<file path="src/rtl/alu_flags_pkg.sv">
// Package: shared operation codes and the flag record for the ALU.
// Assumes the flag record is packed as {neg, zero, carry, ovf}, MSB first.
package alu_flags_pkg;
    typedef enum logic [1:0] {
        OP_ADD = 2'b00,
        OP_SUB = 2'b01,
        OP_ASR = 2'b10,
        OP_MOV = 2'b11
    } alu_op_e;

    typedef struct packed {
        logic neg;
        logic zero;
        logic carry;
        logic ovf;
    } nzcv_t;
endpackage

</file>
<file path="src/rtl/alu_adder.sv">
// Module: two-operand adder that also subtracts (a + ~b + 1).
// Exposes the carry into the top bit and the carry out of it, so that
// signed overflow can be derived from them. Assumes W >= 2.
module alu_adder #(
    parameter int W = 32
) (
    input  logic [W-1:0] a,
    input  logic [W-1:0] b,
    input  logic         sub,
    output logic [W-1:0] sum,
    output logic         carry_msb_in,
    output logic         carry_out
);
    logic [W-1:0] b_eff;
    logic [W-1:0] low_sum;
    logic         msb_bit;

    // Purpose: invert the second operand for subtract and add the lower bits.
    always_comb begin
        b_eff        = sub ? ~b : b;
        low_sum      = {1'b0, a[W-2:0]} + {1'b0, b_eff[W-2:0]} + {{(W-1){1'b0}}, sub};
        carry_msb_in = low_sum[W-1];
        msb_bit      = a[W-1] ^ b_eff[W-1] ^ carry_msb_in;
        carry_out    = (a[W-1] & b_eff[W-1]) | (carry_msb_in & (a[W-1] ^ b_eff[W-1]));
        sum          = {msb_bit, low_sum[W-2:0]};
    end
endmodule

</file>
<file path="src/rtl/alu_shifter.sv">
// Module: arithmetic right shift with the last bit shifted out.
// Assumes amounts range from 0 to W-1. The last-out bit is only
// meaningful when the amount is nonzero; amt_zero tells the caller.
module alu_shifter #(
    parameter int W   = 32,
    parameter int SHW = $clog2(W)
) (
    input  logic [W-1:0]   a,
    input  logic [SHW-1:0] amt,
    output logic [W-1:0]   res,
    output logic           last_out,
    output logic           amt_zero
);
    logic [W:0] ext_shift;

    // Purpose: sign-fill shift and pick the bit just below the new LSB.
    always_comb begin
        res       = W'($signed(a) >>> amt);
        ext_shift = {a, 1'b0} >> amt;
        last_out  = ext_shift[0];
        amt_zero  = (amt == '0);
    end
endmodule

</file>
<file path="src/rtl/alu_flag_logic.sv">
// Module: picks the result for the operation and builds the next flags.
// Assumes cur holds the registered flags. When upd is low every flag
// passes through, while the result is still produced.
module alu_flag_logic
    import alu_flags_pkg::*;
#(
    parameter int W = 32
) (
    input  alu_op_e      op,
    input  logic         upd,
    input  logic         borrow_mode,
    input  logic [W-1:0] mov_val,
    input  logic [W-1:0] add_sum,
    input  logic         add_cin_msb,
    input  logic         add_cout,
    input  logic [W-1:0] shf_res,
    input  logic         shf_last,
    input  logic         shf_zero,
    input  nzcv_t        cur,
    output logic [W-1:0] res,
    output nzcv_t        nxt
);
    nzcv_t calc;

    // Purpose: select the result and the per-operation carry and overflow.
    always_comb begin
        calc = cur;
        unique case (op)
            OP_ADD: begin
                res        = add_sum;
                calc.carry = add_cout;
                calc.ovf   = add_cin_msb ^ add_cout;
            end
            OP_SUB: begin
                res        = add_sum;
                calc.carry = borrow_mode ? ~add_cout : add_cout;
                calc.ovf   = add_cin_msb ^ add_cout;
            end
            OP_ASR: begin
                res        = shf_res;
                calc.carry = shf_zero ? cur.carry : shf_last;
            end
            default: begin
                res = mov_val;
            end
        endcase
        calc.neg  = res[W-1];
        calc.zero = (res == '0);
    end

    // Purpose: hold all flags when the update enable is low.
    always_comb begin
        nxt = upd ? calc : cur;
    end
endmodule

</file>
<file path="src/rtl/alu_flag_reg.sv">
// Module: holding register for the condition flags.
// Assumes a synchronous active-low reset that clears every flag.
module alu_flag_reg
    import alu_flags_pkg::*;
(
    input  logic  clk,
    input  logic  rst_n,
    input  nzcv_t d,
    output nzcv_t q
);
    // Purpose: load the next flags each edge, clear on reset.
    always_ff @(posedge clk) begin
        if (!rst_n) q <= '0;
        else        q <= d;
    end
endmodule

</file>
<file path="src/rtl/alu_flags_unit.sv">
// Module: top of the arithmetic and shift unit with condition flags.
// Assumes op_b's low bits give the shift amount. The flags go out
// packed as {N, Z, C, V}.
module alu_flags_unit
    import alu_flags_pkg::*;
#(
    parameter int W   = 32,
    parameter int SHW = $clog2(W)
) (
    input  logic         clk,
    input  logic         rst_n,
    input  logic [W-1:0] op_a,
    input  logic [W-1:0] op_b,
    input  logic [1:0]   op_sel,
    input  logic         flag_we,
    input  logic         borrow_mode,
    output logic [W-1:0] result,
    output logic [3:0]   flags_next,
    output logic [3:0]   flags_q
);
    logic [W-1:0] add_sum;
    logic         add_cin_msb;
    logic         add_cout;
    logic [W-1:0] shf_res;
    logic         shf_last;
    logic         shf_zero;
    nzcv_t        cur_flags;
    nzcv_t        nxt_flags;
    alu_op_e      op;

    assign op         = alu_op_e'(op_sel);
    assign flags_next = nxt_flags;
    assign flags_q    = cur_flags;

    alu_adder #(.W(W)) u_adder (
        .a            (op_a),
        .b            (op_b),
        .sub          (op == OP_SUB),
        .sum          (add_sum),
        .carry_msb_in (add_cin_msb),
        .carry_out    (add_cout)
    );

    alu_shifter #(.W(W), .SHW(SHW)) u_shifter (
        .a        (op_a),
        .amt      (op_b[SHW-1:0]),
        .res      (shf_res),
        .last_out (shf_last),
        .amt_zero (shf_zero)
    );

    alu_flag_logic #(.W(W)) u_flags (
        .op          (op),
        .upd         (flag_we),
        .borrow_mode (borrow_mode),
        .mov_val     (op_b),
        .add_sum     (add_sum),
        .add_cin_msb (add_cin_msb),
        .add_cout    (add_cout),
        .shf_res     (shf_res),
        .shf_last    (shf_last),
        .shf_zero    (shf_zero),
        .cur         (cur_flags),
        .res         (result),
        .nxt         (nxt_flags)
    );

    alu_flag_reg u_freg (
        .clk   (clk),
        .rst_n (rst_n),
        .d     (nxt_flags),
        .q     (cur_flags)
    );
endmodule

</file>
<file path="config.mk">
export PLATFORM = sky130hd
export DESIGN_NAME = alu_flags_unit
export DESIGN_NICKNAME = d
export VERILOG_FILES = /design/src/rtl/alu_flags_pkg.sv /design/src/rtl/alu_adder.sv /design/src/rtl/alu_shifter.sv /design/src/rtl/alu_flag_logic.sv /design/src/rtl/alu_flag_reg.sv /design/src/rtl/alu_flags_unit.sv
export SDC_FILE = /design/constraint.sdc
export NUM_CORES = 1
export LEC_CHECK = 0
export BUFFER_PORTS_ARGS = -buffer_cell sky130_fd_sc_hd__buf_4
export CAP_MARGIN = 20
export CORE_UTILIZATION = 35
export CTS_CLUSTER_DIAMETER = 150
export DETAILED_ROUTE_END_ITERATION = 8
export GPL_TIMING_DRIVEN = 0
export PLACE_DENSITY_LB_ADDON = 0.05
export SLEW_MARGIN = 5
export SYNTH_ARGS = -nofsm -noshare
export SYNTH_HDL_FRONTEND = slang
export SYNTH_SLANG_ARGS = --single-unit
</file>
<file path="constraint.sdc">
create_clock -name clk -period 8.6 [get_ports clk]
set_input_delay 0.86 -clock clk [delete_from_list [all_inputs] [get_ports clk]]
set_output_delay 0.86 -clock clk [all_outputs]
set_load 0.005 [all_outputs]
</file>
==> out/metrics.yaml, run 1 <==
rsz0062_at_grt: "false"
drt_wl_total_um: 27400
clk_latency_ns: 0.23
p_seq_share_pct: 3.1
hold_depth: 2
grt_usage_pct: 33.4
syn-instance-count: 703
syn-cell-area_mm2: 0.00555
synthesis.nets: 811
post-place-cells: 1021
min_period_ns: 8.35
fp.dieW_um: 128
ios: 110
crit_fanout: 19
hold_viol_final: 0
power_switching_uw: 362
worstSetupPathType: "in2out"
diodes: 0
antenna_found_initial: 0
crit_path_end_kind: "output port"
critPathLaunch: "op_sel[0]"
cts_root_buf: "clkbuf_16"
clkTransAtPathRegs_ns: 0.03
crit_required_ns: 7.74
swShare_pct: 51.9
timing.rr.start: "u_freg.q[1]"
top_regs: "u_freg.q x4"
dieArea_mm2: 0.0164
ant_nets: 0
async_flop_share_pct: 0
cell_internal_pwr_uw: 335
skew_ns: 0
synth.distinct_cells: 71
cts_tree: "built"
synth-edff-count: 0
place_ws_ns: -0.577
fin_cells: 1021
cts_buffer_depth: 2
numCtsBuffers: 3
pwr_density_cell_mw_per_mm2: 104
grt_pass1_vias: 6387
largest_reg_flops: 4
core_area_mm2: 0.0153
fin_crit_sh_pct: 97.0
overflow: 0
place.gp.congestion: 0.959
drc: 0
dpl_cell_area_mm2: 0.00662
fmax_mhz: 120
leakage_nw: 2.71
ir_drop_uv: 51.5
drtIter0Drc: 738
ys.flop_type: "dfxtp_1"
min_path_type: "reg2reg"
clkPwrFrac_pct: 10.6
hp-start: "u_freg.q[2]"
first_pass_iters: 5
syn_to_final_growth_pct: 21.1
reg2regPathDepth: 8
cp-start-kind: "input pin"
final_layout_size_suffix_gt1_share_pct: 25.8
nets: 920
final_area_mm2: 0.00672
tightest_slew_ns: 0.884
yosys_warnings: 0
dp_hpwl_um: 22300
avgSynthCellArea_um2: 7.89
io_buffers: 107
wl_per_cell_um: 26.8
worstPathArrival_ns: 7.49
dr_total_vias: 6596
maxCapViolCount: 0
cts.sinks: 4
setup_viol: 0
final-max-slew-violation-count: 0
total_power_uw: 697
grt_max_degree: 20
synth_seq_cells: 4
rows: 45
final_util_pct: 43.9
outcome: "completed"
worst_slack_ns: 0.255
cts_max_level: 1
vias_per_cell: 6.46
regMostFlops: "u_freg.q"
relSlewSlack_pct: 40.8
die_h_um: 128
comb_power_share_pct: 86.3
initial_core_util_pct: 36.2
seq_area_frac_synth_pct: 1.44
grt_pass1_wl_um: 40600
-- layer usage --
layer / routed length, um / up-vias / GRT usage, %
met2: 12500 / 372 / 53.6
li1: - / 2959 / -
met3: 2230 / 43 / 4.59
met5: 0 / - / 0
met1: 12100 / 3222 / 47.3
met4: 520 / 0 / 7.13
-- cell families after synthesis --
logic type / count (synthesis) / synth area share (%)
DFF: 4 / 1.44
muxes: 104 / 30.4
adders and majority gates: 38 / 8.84
and+or+nand+nor: 212 / 19.0
xor gates and xnor gates: 54 / 8.52
buffers and inverters: 72 / 5.79
AOI/OAI and AO/OA: 219 / 26.0
-- worst max-delay path, cell delays in order --
cell and delay (ns):
buf_2 0.36, buf_2 0.31, nand2_1 0.19, clkdlybuf4s18_2 0.48, xnor2_1 0.23, ha_1 0.28
clkbuf_1 0.31, nand4_1 0.23, a2111o_1 0.33, o21ai_1 0.24, o211ai_1 0.23, a31oi_1 0.33
a21oi_1 0.16, a21oi_1 0.32, fa_1 0.48, nor2_1 0.11, a21oi_1 0.11, inv_1 0.16
nand4_1 0.12, nor4_1 0.46, nand4bb_1 0.18, nor4_2 0.36, nand4_1 0.24, o31ai_2 0.22
buf_4 0.14
-- synth_stat cells, types with 4 or more instances --
| library cell | instances | area share [%] |
|---|---|---|
| ha_1 | 36 | 8.1 |
| mux2i_1 | 33 | 6.0 |
| mux4_1 | 10 | 4.7 |
| nor3_1 | 9 | 0.81 |
| a211o_1 | 4 | 0.63 |
| dfxtp_1 | 4 | 1.4 |
| nor4_1 | 9 | 1.0 |
| buf_2 | 13 | 1.2 |
| nand4_1 | 14 | 1.6 |
| nand2b_1 | 14 | 1.6 |
| clkbuf_1 | 23 | 1.6 |
| buf_1 | 12 | 0.81 |
| o221ai_1 | 4 | 0.63 |
| inv_1 | 17 | 1.1 |
| mux2_2 | 25 | 5.1 |
| a21boi_0 | 6 | 0.81 |
| nor2b_1 | 9 | 1.0 |
| mux4_2 | 36 | 15 |
| nor3b_1 | 5 | 0.68 |
| o2111ai_1 | 7 | 1.1 |
| o211ai_1 | 20 | 2.7 |
| a21oi_1 | 59 | 5.3 |
| and2_1 | 6 | 0.68 |
| xor2_1 | 10 | 1.6 |
| xnor2_1 | 44 | 6.9 |
| nor2_1 | 44 | 3.0 |
| o21a_1 | 7 | 0.95 |
| a31oi_1 | 7 | 0.79 |
| and3_1 | 8 | 0.90 |
| a211oi_1 | 9 | 1.2 |
| o22ai_1 | 7 | 0.79 |
| nand3_1 | 12 | 1.1 |
| a21o_1 | 7 | 0.95 |
| or2_2 | 5 | 0.56 |
| o21ai_0 | 44 | 4.0 |
| nand2_1 | 66 | 4.5 |
-- through the flow --
stage,hold slack [ns],TNS [ns]
global route,0.591,0
CTS,0.538,0
finish,0.537,0
floorplan,0.519,0
global placement,0.525,-0.646
detailed placement,0.534,-0.577
-- power groups by stage --
stage / combinational (mW) / clock (mW) / sequential (mW)
floorplan: 0.358 / 0 / 0.0212
global placement: 0.586 / 0 / 0.0218
detailed placement: 0.586 / 0 / 0.0218
CTS: 0.590 / 0.0750 / 0.0215
global route: 0.644 / 0.0764 / 0.0216
finish: 0.601 / 0.0736 / 0.0216
-- cells in the final DEF, fill, tap and decap left out, types with 7 or more instances in the layout --
master,count
buf_4,108
nand2_1,66
ha_1,36
a211oi_1,9
o2111ai_1,7
o21a_1,7
o21ai_0,44
nor2b_1,9
mux2i_1,33
clkbuf_1,20
a21o_1,7
buf_1,7
a31oi_1,7
and3_1,8
mux4_2,36
o22ai_1,7
a21oi_1,59
mux4_1,10
mux2_2,25
xnor2_1,44
xor2_1,10
nand4_1,14
nor3_1,9
nor2_1,44
nand2b_1,14
nand3_1,12
inv_1,17
buf_2,15
o211ai_1,20
nor4_1,8
-- layout make-up --
cell class,instances,area (um^2)
buffer,49,259
clock buffer,3,75.1
fill,1605,8600
inverter,20,77.6
multi-input combinational,627,5160
sequential,4,80.1
tap,211,264
timing repair buffer,107,803
-- worst paths after layout --
check,endpoint,slack [ns]
worst min-delay path,u_freg.q[2],0.54
worst min register to register,u_freg.q[2],0.54
worst max register to register,u_freg.q[1],6.59
worst max-delay path,flags_next[2],0.25
-- repair_timing --
| item | CTS | global route |
|---|---|---|
| resized for setup | 9 | 4 |
| setup buffers | 0 | 0 |
| endpoints found under the hold margin | 0 | 0 |
| hold buffers | 0 | 0 |
| setup endpoints to repair | 1 | 1 |
| pin swaps | 0 | 0 |
No activity file was read; power rests on OpenSTA's default activity.
==> run 2, diff against run 1 <==
--- a/config.mk
+++ b/config.mk
@@ -12,7 +12,8 @@
 export DETAILED_ROUTE_END_ITERATION = 8
 export GPL_TIMING_DRIVEN = 0
 export PLACE_DENSITY_LB_ADDON = 0.05
-export SLEW_MARGIN = 5
+export REMOVE_ABC_BUFFERS = 1
+export SLEW_MARGIN = 15
 export SYNTH_ARGS = -nofsm -noshare
 export SYNTH_HDL_FRONTEND = slang
 export SYNTH_SLANG_ARGS = --single-unit
==> run 2 against run 1 <==
Compared with the run above: design area fell by 3.4%; highest routed layer unchanged; hold slack improved by 0.016 ns; final cell count fell by 4.4%; setup slack improved by 0.31 ns; critical endpoint unchanged; critical path type unchanged; die area did not move.
==> out/metrics.yaml, run 2 (synthesized netlist as in run 1, its figures left out) <==
outcome: "completed"
dr_total_vias: 6144
finalSetupTns_ns: 0
fin_crit_sh_pct: 93.5
overflow: 0
cp_slowest_stage_delay_ns: 0.50
crit_path_end_kind: "output port"
relSlewSlack_pct: 39.4
grt_usage_pct: 28.3
io_buffers: 109
post-cts-setup-buffers: 0
maxCapViolCount: 0
drt_wl_total_um: 23500
grt_use_met2_pct: 46.0
cts_buffer_depth: 2
largest_reg_flops: 4
reg2regPathDepth: 8
setup_viol: 0
cts_tree: "built"
antenna_found_initial: 0
layout_commonest_cell: "buf_4"
r2r_end: "u_freg.q[1]"
cts.sinks: 4
top_regs: "u_freg.q x4"
timing.hold.ws_ns: 0.553
met3_usage_pct: 1.54
fp.dieW_um: 128
dieArea_mm2: 0.0164
cts_root_buf: "clkbuf_16"
cts_max_level: 1
dp_hpwl_um: 18000
grt.busiest_layer: "met2"
hold_viol_final: 0
final_layout_size_suffix_gt1_share_pct: 24.8
skew_ns: 0
dpl_cell_area_mm2: 0.00641
final-max-slew-violation-count: 0
reg2reg_slack_ns: 6.63
worstSetupPathType: "in2out"
timing.rr.start: "u_freg.q[1]"
grt_pass1_vias: 5947
ctsHoldBuffers: 0
drc: 0
fmax_mhz: 124
min_path_type: "reg2reg"
grt_max_degree: 64
final_area_mm2: 0.00649
slowest_stage: "nor4_1"
vias_per_cell: 6.30
met1_usage_pct: 42.0
pwr_density_cell_mw_per_mm2: 102
clkTransAtPathRegs_ns: 0.03
tightest_slew_ns: 0.906
crit_required_ns: 7.74
worstPathArrival_ns: 7.18
most-common-layout-cells: "buf_4 (109), nand2_1 (65), a21oi_1 (59)"
critPathCapture: "flags_next[2]"
nFillCells: 1635
ir_drop_uv: 70.7
place.gp.congestion: 0.946
crit_fanout: 56
regMostFlops: "u_freg.q"
cp-start-kind: "input pin"
drtIter0Drc: 576
wl_per_cell_um: 24.1
min_period_ns: 8.04
die_h_um: 128
critPathLaunch: "op_sel[1]"
leakage_nw: 2.60
ios: 110
ant_nets: 0
nets: 875
rows: 45
syn_to_final_growth_pct: 17.0
grt_pass1_wl_um: 35500
rsz0062_at_grt: "false"
crit_chain: "buf_4, inv_4, nand2_2, buf_12, xnor2_1, ha_1, nand4_1, a2111o_1, o21ai_1, o211ai_1, a31oi_1, a21oi_1, a21oi_1, fa_1, nor2_1, a21oi_1, inv_1, nand4_1, nor4_1, nand4bb_1, nor4_1, nand4_1, o31ai_2, buf_4"
hp-start: "u_freg.q[2]"
first_pass_iters: 5
initial_core_util_pct: 36.2
clk_latency_ns: 0.22
core_area_mm2: 0.0153
diodes: 0
numCtsBuffers: 3
run 2: cell count changes in the layout (fill, tap and decap cells not counted), sizes merged:
cell and change:
clkdlybuf4s15 -2, clkdlybuf4s18 -1, buf -22, clkbuf -20
run 2: metrics by stage:
stage	instances	worst slack [ns]	util, %	total power, mW
after floorplan	651	2.00	-	0.353
after global placement	971	-1.28	41.7	0.578
after detailed placement	973	-0.298	41.9	0.581
after CTS	976	0.182	42.4	0.657
after global routing	976	0.102	42.4	0.709
final	976	0.563	42.4	0.661
run 2: where the power goes:
group | switching (mW) | internal, mW
clock | 0.0131 | 0.0594
sequential | 0.00135 | 0.0201
combinational | 0.317 | 0.250
run 2: worst min-delay path by stage:
stage / to / slack [ns] / depth (start not counted)
global route: u_freg.q[2] / 0.60 / 2
global placement: u_freg.q[2] / 0.55 / 2
floorplan: u_freg.q[2] / 0.52 / 2
CTS: u_freg.q[2] / 0.55 / 2
detailed placement: u_freg.q[2] / 0.54 / 2
finish: u_freg.q[2] / 0.55 / 2
run 2: cell type report:
type | count | area, um^2 | area share, %
inverter | 20 | 77.6 | 1.20
tap | 211 | 264 | 4.07
multi-input combinational | 627 | 5150 | 79.4
sequential | 4 | 80.1 | 1.23
clock buffer | 3 | 75.1 | 1.16
timing repair buffer | 111 | 843 | 13.0
run 2: timing repair:
item	in CTS	in global routing
resized for setup	1	1
setup endpoints to repair	1	1
endpoints found under the hold margin	0	0
run 2: metal layers:
layer | wire, um | part of all wire (%)
met1 | 10700 | 46
met2 | 11000 | 47
met3 | 1600 | 6.8
met4 | 251 | 1.1
met5 | 0 | 0
run 2: worst max-delay path: cells and delay by family:
kind            cells  cell delay (ns)
simple gates        8             2.15
compound gates      8             1.82
xor+xnor            1             0.10
buf+inv             5             1.32
fa+ha+maj           2             0.90
